===== config.mk =====
export PLATFORM = sky130hd
export DESIGN_NAME = pm_fixed_regs
export DESIGN_NICKNAME = d
export VERILOG_FILES = /design/src/rtl/pm_regs_pkg.sv /design/src/rtl/pm_access_decode.sv /design/src/rtl/pm_pulse_unit.sv /design/src/rtl/pm_sleep_unit.sv /design/src/rtl/pm_fixed_regs.sv
export SDC_FILE = /design/constraint.sdc
export NUM_CORES = 1
export LEC_CHECK = 0
export BUFFER_PORTS_ARGS = -buffer_cell sky130_fd_sc_hd__buf_2
export CAP_MARGIN = 40
export CORE_AREA = 2 2 39 41
export CTS_BUF_LIST = sky130_fd_sc_hd__clkbuf_8 sky130_fd_sc_hd__clkbuf_16
export DETAILED_ROUTE_END_ITERATION = 8
export DIE_AREA = 0 0 41 43
export PLACE_DENSITY = 0.73
export SLEW_MARGIN = 15
export SYNTH_ARGS = -nofsm -noshare
export SYNTH_HDL_FRONTEND = slang
export SYNTH_SLANG_ARGS = --single-unit

===== constraint.sdc =====
create_clock -name clk -period 2.6 [get_ports clk]
set_input_delay 0.13 -clock clk [delete_from_list [all_inputs] [get_ports clk]]
set_output_delay 0.13 -clock clk [all_outputs]
set_load 0.02 [all_outputs]

===== src/rtl/pm_regs_pkg.sv =====
package pm_regs_pkg;
   localparam int unsigned PM_DATA_W   = 8;
   localparam int unsigned PM_NUM_REGS = 4;

   // register slots relative to the block base address
   localparam int unsigned IDX_IDLE3  = 0;
   localparam int unsigned IDX_RESET  = 1;
   localparam int unsigned IDX_SLPCTL = 2;
   localparam int unsigned IDX_SLPSTS = 3;

   typedef enum logic [1:0] {
      SZ_BYTE = 2'd0,
      SZ_HALF = 2'd1,
      SZ_WORD = 2'd2,
      SZ_QUAD = 2'd3
   } acc_size_e;
endpackage


===== src/rtl/pm_access_decode.sv =====
module pm_access_decode
   import pm_regs_pkg::*;
#(
   parameter int unsigned ADDR_W    = 4,
   parameter int unsigned BASE_ADDR = 8,
   parameter int unsigned NREG      = PM_NUM_REGS
) (
   input  logic [ADDR_W-1:0] addr,
   input  logic              rd,
   input  logic              wr,
   input  logic [1:0]        size,
   output logic [NREG-1:0]   rd_hit,
   output logic [NREG-1:0]   wr_hit
);
   localparam int unsigned SPAN = 1 << ADDR_W;

   if (BASE_ADDR + NREG > SPAN) begin : g_bad_window
      $error("register window does not fit the address width");
   end

   logic byte_ok;
   assign byte_ok = (size == SZ_BYTE);

   for (genvar i = 0; i < NREG; i++) begin : g_slot
      localparam logic [ADDR_W-1:0] SLOT_ADDR = ADDR_W'(BASE_ADDR + i);
      logic match;
      assign match     = byte_ok && (addr == SLOT_ADDR);
      assign rd_hit[i] = rd && match;
      assign wr_hit[i] = wr && match;
   end
endmodule


===== src/rtl/pm_pulse_unit.sv =====
module pm_pulse_unit
   import pm_regs_pkg::*;
#(
   parameter logic [PM_DATA_W-1:0] RST_VALUE = 8'h06
) (
   input  logic                 clk,
   input  logic                 rst_n,
   input  logic                 idle_rd,
   input  logic                 rst_wr,
   input  logic [PM_DATA_W-1:0] wdata,
   output logic                 c3_req,
   output logic                 sys_rst_req
);
   always_ff @(posedge clk) begin
      if (!rst_n) begin
         c3_req      <= 1'b0;
         sys_rst_req <= 1'b0;
      end else begin
         c3_req      <= idle_rd;
         sys_rst_req <= rst_wr && (wdata == RST_VALUE);
      end
   end

   AST_C3_FROM_READ: assert property (@(posedge clk) disable iff (!rst_n)
      c3_req |-> $past(idle_rd));
   AST_RST_FROM_MAGIC: assert property (@(posedge clk) disable iff (!rst_n)
      sys_rst_req |-> ($past(rst_wr) && $past(wdata) == RST_VALUE));
   AST_RST_WRONG_BYTE: assert property (@(posedge clk) disable iff (!rst_n)
      (rst_wr && wdata != RST_VALUE) |=> !sys_rst_req);
endmodule


===== src/rtl/pm_sleep_unit.sv =====
module pm_sleep_unit
   import pm_regs_pkg::*;
#(
   parameter int unsigned TYPE_W   = 3,
   parameter int unsigned TYPE_LSB = 2,
   parameter int unsigned EN_BIT   = 5,
   parameter int unsigned STS_BIT  = 7
) (
   input  logic                 clk,
   input  logic                 rst_n,
   input  logic                 ctl_wr,
   input  logic                 sts_wr,
   input  logic [PM_DATA_W-1:0] wdata,
   input  logic                 wake_evt,
   output logic                 sleep_req,
   output logic [TYPE_W-1:0]    sleep_type,
   output logic [PM_DATA_W-1:0] ctl_view,
   output logic [PM_DATA_W-1:0] sts_view
);
   localparam int unsigned TYPE_MSB = TYPE_LSB + TYPE_W - 1;

   if (TYPE_MSB >= EN_BIT || EN_BIT >= PM_DATA_W || STS_BIT >= PM_DATA_W) begin : g_bad_layout
      $error("sleep field layout does not fit one byte");
   end

   logic [TYPE_W-1:0] type_q;
   logic              wake_q;
   logic              ctl_take;

   assign ctl_take = ctl_wr && !sleep_req && !wake_evt;

   always_ff @(posedge clk) begin
      if (!rst_n) begin
         type_q    <= '0;
         sleep_req <= 1'b0;
      end else if (wake_evt) begin
         sleep_req <= 1'b0;
      end else if (ctl_take) begin
         type_q <= wdata[TYPE_LSB +: TYPE_W];
         if (wdata[EN_BIT]) sleep_req <= 1'b1;
      end
   end

   always_ff @(posedge clk) begin
      if (!rst_n)                       wake_q <= 1'b0;
      else if (wake_evt)                wake_q <= 1'b1;
      else if (sts_wr && wdata[STS_BIT]) wake_q <= 1'b0;
   end

   assign sleep_type = sleep_req ? type_q : '0;

   always_comb begin
      ctl_view = '0;
      ctl_view[TYPE_LSB +: TYPE_W] = type_q;
      sts_view = '0;
      sts_view[STS_BIT] = wake_q;
   end

   AST_SLEEP_HOLD: assert property (@(posedge clk) disable iff (!rst_n)
      (sleep_req && !wake_evt) |=> (sleep_req && $stable(sleep_type)));
   AST_SLEEP_DROP: assert property (@(posedge clk) disable iff (!rst_n)
      wake_evt |=> !sleep_req);
   AST_WAKE_SET: assert property (@(posedge clk) disable iff (!rst_n)
      wake_evt |=> sts_view[STS_BIT]);
   AST_WAKE_CLEAR: assert property (@(posedge clk) disable iff (!rst_n)
      (sts_wr && wdata[STS_BIT] && !wake_evt) |=> !sts_view[STS_BIT]);
   AST_SLEEP_START: assert property (@(posedge clk) disable iff (!rst_n)
      (ctl_wr && wdata[EN_BIT] && !sleep_req && !wake_evt) |=>
         (sleep_req && sleep_type == $past(wdata[TYPE_LSB +: TYPE_W])));
endmodule


===== src/rtl/pm_fixed_regs.sv =====
module pm_fixed_regs
   import pm_regs_pkg::*;
#(
   parameter int unsigned          ADDR_W     = 4,
   parameter int unsigned          BASE_ADDR  = 8,
   parameter logic [7:0]           RST_VALUE  = 8'h06,
   parameter int unsigned          SLP_TYPE_W = 3
) (
   input  logic                  clk,
   input  logic                  rst_n,
   input  logic [ADDR_W-1:0]     bus_addr,
   input  logic                  bus_rd,
   input  logic                  bus_wr,
   input  logic [1:0]            bus_size,
   input  logic [7:0]            bus_wdata,
   output logic [7:0]            bus_rdata,
   input  logic                  wake_evt,
   output logic                  c3_req,
   output logic                  sys_rst_req,
   output logic                  sleep_req,
   output logic [SLP_TYPE_W-1:0] sleep_type
);
   localparam int unsigned TYPE_LSB = 2;
   localparam int unsigned EN_BIT   = 5;
   localparam int unsigned STS_BIT  = 7;

   logic [PM_NUM_REGS-1:0] rd_hit;
   logic [PM_NUM_REGS-1:0] wr_hit;
   logic [PM_DATA_W-1:0]   ctl_view;
   logic [PM_DATA_W-1:0]   sts_view;
   logic [PM_DATA_W-1:0]   rd_next;

   pm_access_decode #(
      .ADDR_W    (ADDR_W),
      .BASE_ADDR (BASE_ADDR),
      .NREG      (PM_NUM_REGS)
   ) u_decode (
      .addr   (bus_addr),
      .rd     (bus_rd),
      .wr     (bus_wr),
      .size   (bus_size),
      .rd_hit (rd_hit),
      .wr_hit (wr_hit)
   );

   pm_pulse_unit #(
      .RST_VALUE (RST_VALUE)
   ) u_pulse (
      .clk         (clk),
      .rst_n       (rst_n),
      .idle_rd     (rd_hit[IDX_IDLE3]),
      .rst_wr      (wr_hit[IDX_RESET]),
      .wdata       (bus_wdata),
      .c3_req      (c3_req),
      .sys_rst_req (sys_rst_req)
   );

   pm_sleep_unit #(
      .TYPE_W   (SLP_TYPE_W),
      .TYPE_LSB (TYPE_LSB),
      .EN_BIT   (EN_BIT),
      .STS_BIT  (STS_BIT)
   ) u_sleep (
      .clk        (clk),
      .rst_n      (rst_n),
      .ctl_wr     (wr_hit[IDX_SLPCTL]),
      .sts_wr     (wr_hit[IDX_SLPSTS]),
      .wdata      (bus_wdata),
      .wake_evt   (wake_evt),
      .sleep_req  (sleep_req),
      .sleep_type (sleep_type),
      .ctl_view   (ctl_view),
      .sts_view   (sts_view)
   );

   // deep-idle and reset slots always return zero
   always_comb begin
      rd_next = '0;
      if (rd_hit[IDX_SLPCTL]) rd_next = ctl_view;
      if (rd_hit[IDX_SLPSTS]) rd_next = sts_view;
   end

   always_ff @(posedge clk) begin
      if (!rst_n) bus_rdata <= '0;
      else        bus_rdata <= rd_next;
   end

   AST_IDLE_RDATA: assert property (@(posedge clk) disable iff (!rst_n)
      !bus_rd |=> (bus_rdata == 8'h00));
   AST_SIZE_NO_C3: assert property (@(posedge clk) disable iff (!rst_n)
      (bus_size != 2'b00) |=> !c3_req);
   AST_SIZE_NO_RST: assert property (@(posedge clk) disable iff (!rst_n)
      (bus_size != 2'b00) |=> !sys_rst_req);
   AST_C3_ZERO_DATA: assert property (@(posedge clk) disable iff (!rst_n)
      c3_req |-> (bus_rdata == 8'h00));
endmodule


==> run summary <==
Global-route wire length before repair: 1.41 mm
Final worst setup slack: 1270 ps
Placed cells: 95
Internal power: 288 uW
Cell area after synthesis: 500 sq um
Clock Latency Late Sink: 230 ps
Starting Density: 36.2%
1st-iter DRT viols: 7
Max VDD drop: 0.214 mV
Die area: 1760 sq um
Fmax: 752 MHz
Switching Fraction: 22.4%
Post-DR wirelength/cell: 10.5 um
Flops & latches, synth: 11
1st-pass router iterations: 4
Root buf cell: clkbuf_8
Mean Syn Cell Area: 9.27 sq um
IO Port Bufs: 28
# IOs: 33
P_sw: 83.2 uW
Comb pwr share: 9.5%
RSZ-0062 raised after global routing: no
Area Overhead vs Synth: 35.5%
Die X: 41 um
Final nets: 103
Critical path arrival: 1490 ps
Clock-pin slew of the registers on the worst-case setup and hold paths: 50 ps
Post-CTS Resized: 0
Drc violations: 0
Min Tclk post-route: 1330 ps
N_diodes: 0
PwrDens: 548 nW/um^2
Final worst-path cycle share: 51.2%
Die Y-Extent: 43 um
Via count: 456
Total power: 372 uW
Clock power frac: 44.6%
Kind of critical path: input port to flop
Worst reg-to-reg path cell count: 3
Hold path depth: 2
Share of layout cells above drive strength 1: 39.8%
DR vias/cell: 4.61
Placer congestion estimate: 0.710
Critical path required time: 2760 ps
Leakage power: 0.332 nW
Setup Buffers After CTS: 0
Max Cap Viol: 0
Non-filler cells, final: 99
CTS H-tree depth: 1
Filler cells: 148
Clock tree buffer depth: 2
Row count: 14
Vias in the first global route: 369
Remaining global-route overflow: 0
Status: finished, final reports clean
CTS buffer count: 3
Final WL: 1.04 mm
CTS tree: done
Clk sinks: 11
GR Util All Layers: 11.8%
Core Box Area: 1380 sq um
Ys Warns: 0
ANT nets after route: 0
Hold buffers post-CTS: 0
Final Hold Viols: 0
Max Slew Vio Count: 0
Final Setup Violations: 0
Pin count of the biggest net entering global routing: 12
Sequential fraction of the synthesis area: 44.0%
Post-synth cell types: 23
Post-Synthesis Cells: 54
Flop pwr share: 45.9%
Worst Clk Skew: 2.38 ps
CP max FO: 6
Setup TNS: 0 ps
Hold WC Path Type: input port to flop
Initial antenna violation count: 0
Crit. End Element: flop
CP Launch Type: input port
Pre-CTS setup slack: 1020 ps
Detailed-placement wirelength estimate: 844 um
[through the flow]
stage               hold slack, ps  util [%]  instance area (sq um)
floorplan                      205         -                    512
global placement               357      45.8                    633
detailed placement             374      45.8                    633
CTS                            127      49.0                    678
global route                   128      49.0                    678
finish                         131      49.0                    678
[worst max-delay path, stage by stage]
cell and delay (ps):
buf_2 90, or4b_1 660, nor4_4 400, mux2i_1 220
[placed cells by master (no fill, tap or decap)]
| cell | count |
|---|---|
| nor4bb_1 | 1 |
| buf_2 | 28 |
| dfxtp_1 | 11 |
| clkbuf_8 | 3 |
| conb_1 | 4 |
| nor4_1 | 3 |
| nor4_4 | 1 |
| nand4_1 | 2 |
| nor2_1 | 1 |
| nand2_1 | 8 |
| or3b_2 | 1 |
| o21ai_0 | 1 |
| or4b_1 | 1 |
| nand2b_1 | 1 |
| and2_1 | 6 |
| or2b_1 | 1 |
| nor3_1 | 1 |
| a32o_1 | 1 |
| a21boi_0 | 1 |
| inv_1 | 3 |
| and3_1 | 1 |
| mux2i_1 | 3 |
[cell type report]
type                    count  area, sq um  share of cell area [%]
clock inverters             1         3.75                   0.554
flip-flops and latches     11          220                    32.5
well taps                  16         20.0                    2.95
multi-input cells          38          245                    36.2
repair buffers             28          140                    20.7
clock buffers               3         41.3                    6.09
inverters                   2         7.51                    1.11
[path summary, 6_finish.rpt]
check	slack [ps]	endpoint	start
setup reg to reg	1500	u_sleep.type_q[0]$_SDFFE_PN0P_	u_sleep.sleep_req$_SDFFE_PP0P_
setup / recovery	1270	u_sleep.type_q[0]$_SDFFE_PN0P_	bus_addr[2]
hold / removal	130	u_pulse.c3_req$_SDFF_PN0_	bus_addr[1]
hold reg to reg	440	bus_rdata[7]$_SDFF_PN0_	u_sleep.wake_q$_SDFFE_PN0P_
[metal layers]
metal / up-vias / part of all wire [%] / GRT usage [%] / wire length, um
met3: 0 / 9.2 / 3.14 / 95
met5: - / 0 / 0 / 0
met2: 21 / 45 / 18.1 / 471
li1: 234 / - / - / -
met1: 201 / 45 / 14.2 / 470
met4: 0 / 0 / 6.00 / 0
[cells in the mapped netlist (all sizes together)]
cell type | count | share of area [%]
nand4 | 2 | 2.5
or2b | 1 | 1.5
nand2b | 1 | 1.3
or4b | 1 | 2.0
o21ai | 1 | 1.0
nor2 | 1 | 0.75
dfxtp | 11 | 44
nor4 | 4 | 8.0
nor3 | 1 | 1.0
nor4bb | 1 | 2.0
and3 | 1 | 1.3
a21boi | 1 | 1.5
buf | 5 | 7.0
clkbuf | 1 | 0.75
conb | 1 | 0.75
inv | 2 | 1.5
nand2 | 8 | 6.0
mux2i | 3 | 6.0
or3b | 1 | 1.8
a32o | 1 | 2.0
and2 | 6 | 7.5
[cell families (layout without fill, tap and decap cells)]
| kind of cell | count (synthesis) | after routing | synth area share [%] |
|---|---|---|---|
| buffers and inverters | 8 | 34 | 9.25 |
| and+or+nand+nor | 28 | 28 | 35.5 |
| muxes | 3 | 3 | 6.00 |
| other | 1 | 4 | 0.749 |
| DFF | 11 | 11 | 44.0 |
| AOI/OAI and AO/OA | 3 | 3 | 4.50 |
[power by group through the flow]
stage,registers [mW],clock network [mW],logic [mW]
global route,0.171,0.178,0.0384
global placement,0.174,0,0.0342
finish,0.171,0.166,0.0352
detailed placement,0.174,0,0.0348
CTS,0.171,0.169,0.0352
floorplan,0.174,0,0.0216
[flip-flops by register name, indices dropped and copies added, names as in the netlist]
name	flops
bus_rdata	4
u_pulse.c3_req	1
u_pulse.sys_rst_req	1
u_sleep.sleep_req	1
u_sleep.type_q	3
u_sleep.wake_q	1
Power figures use the tool's default switching activity.
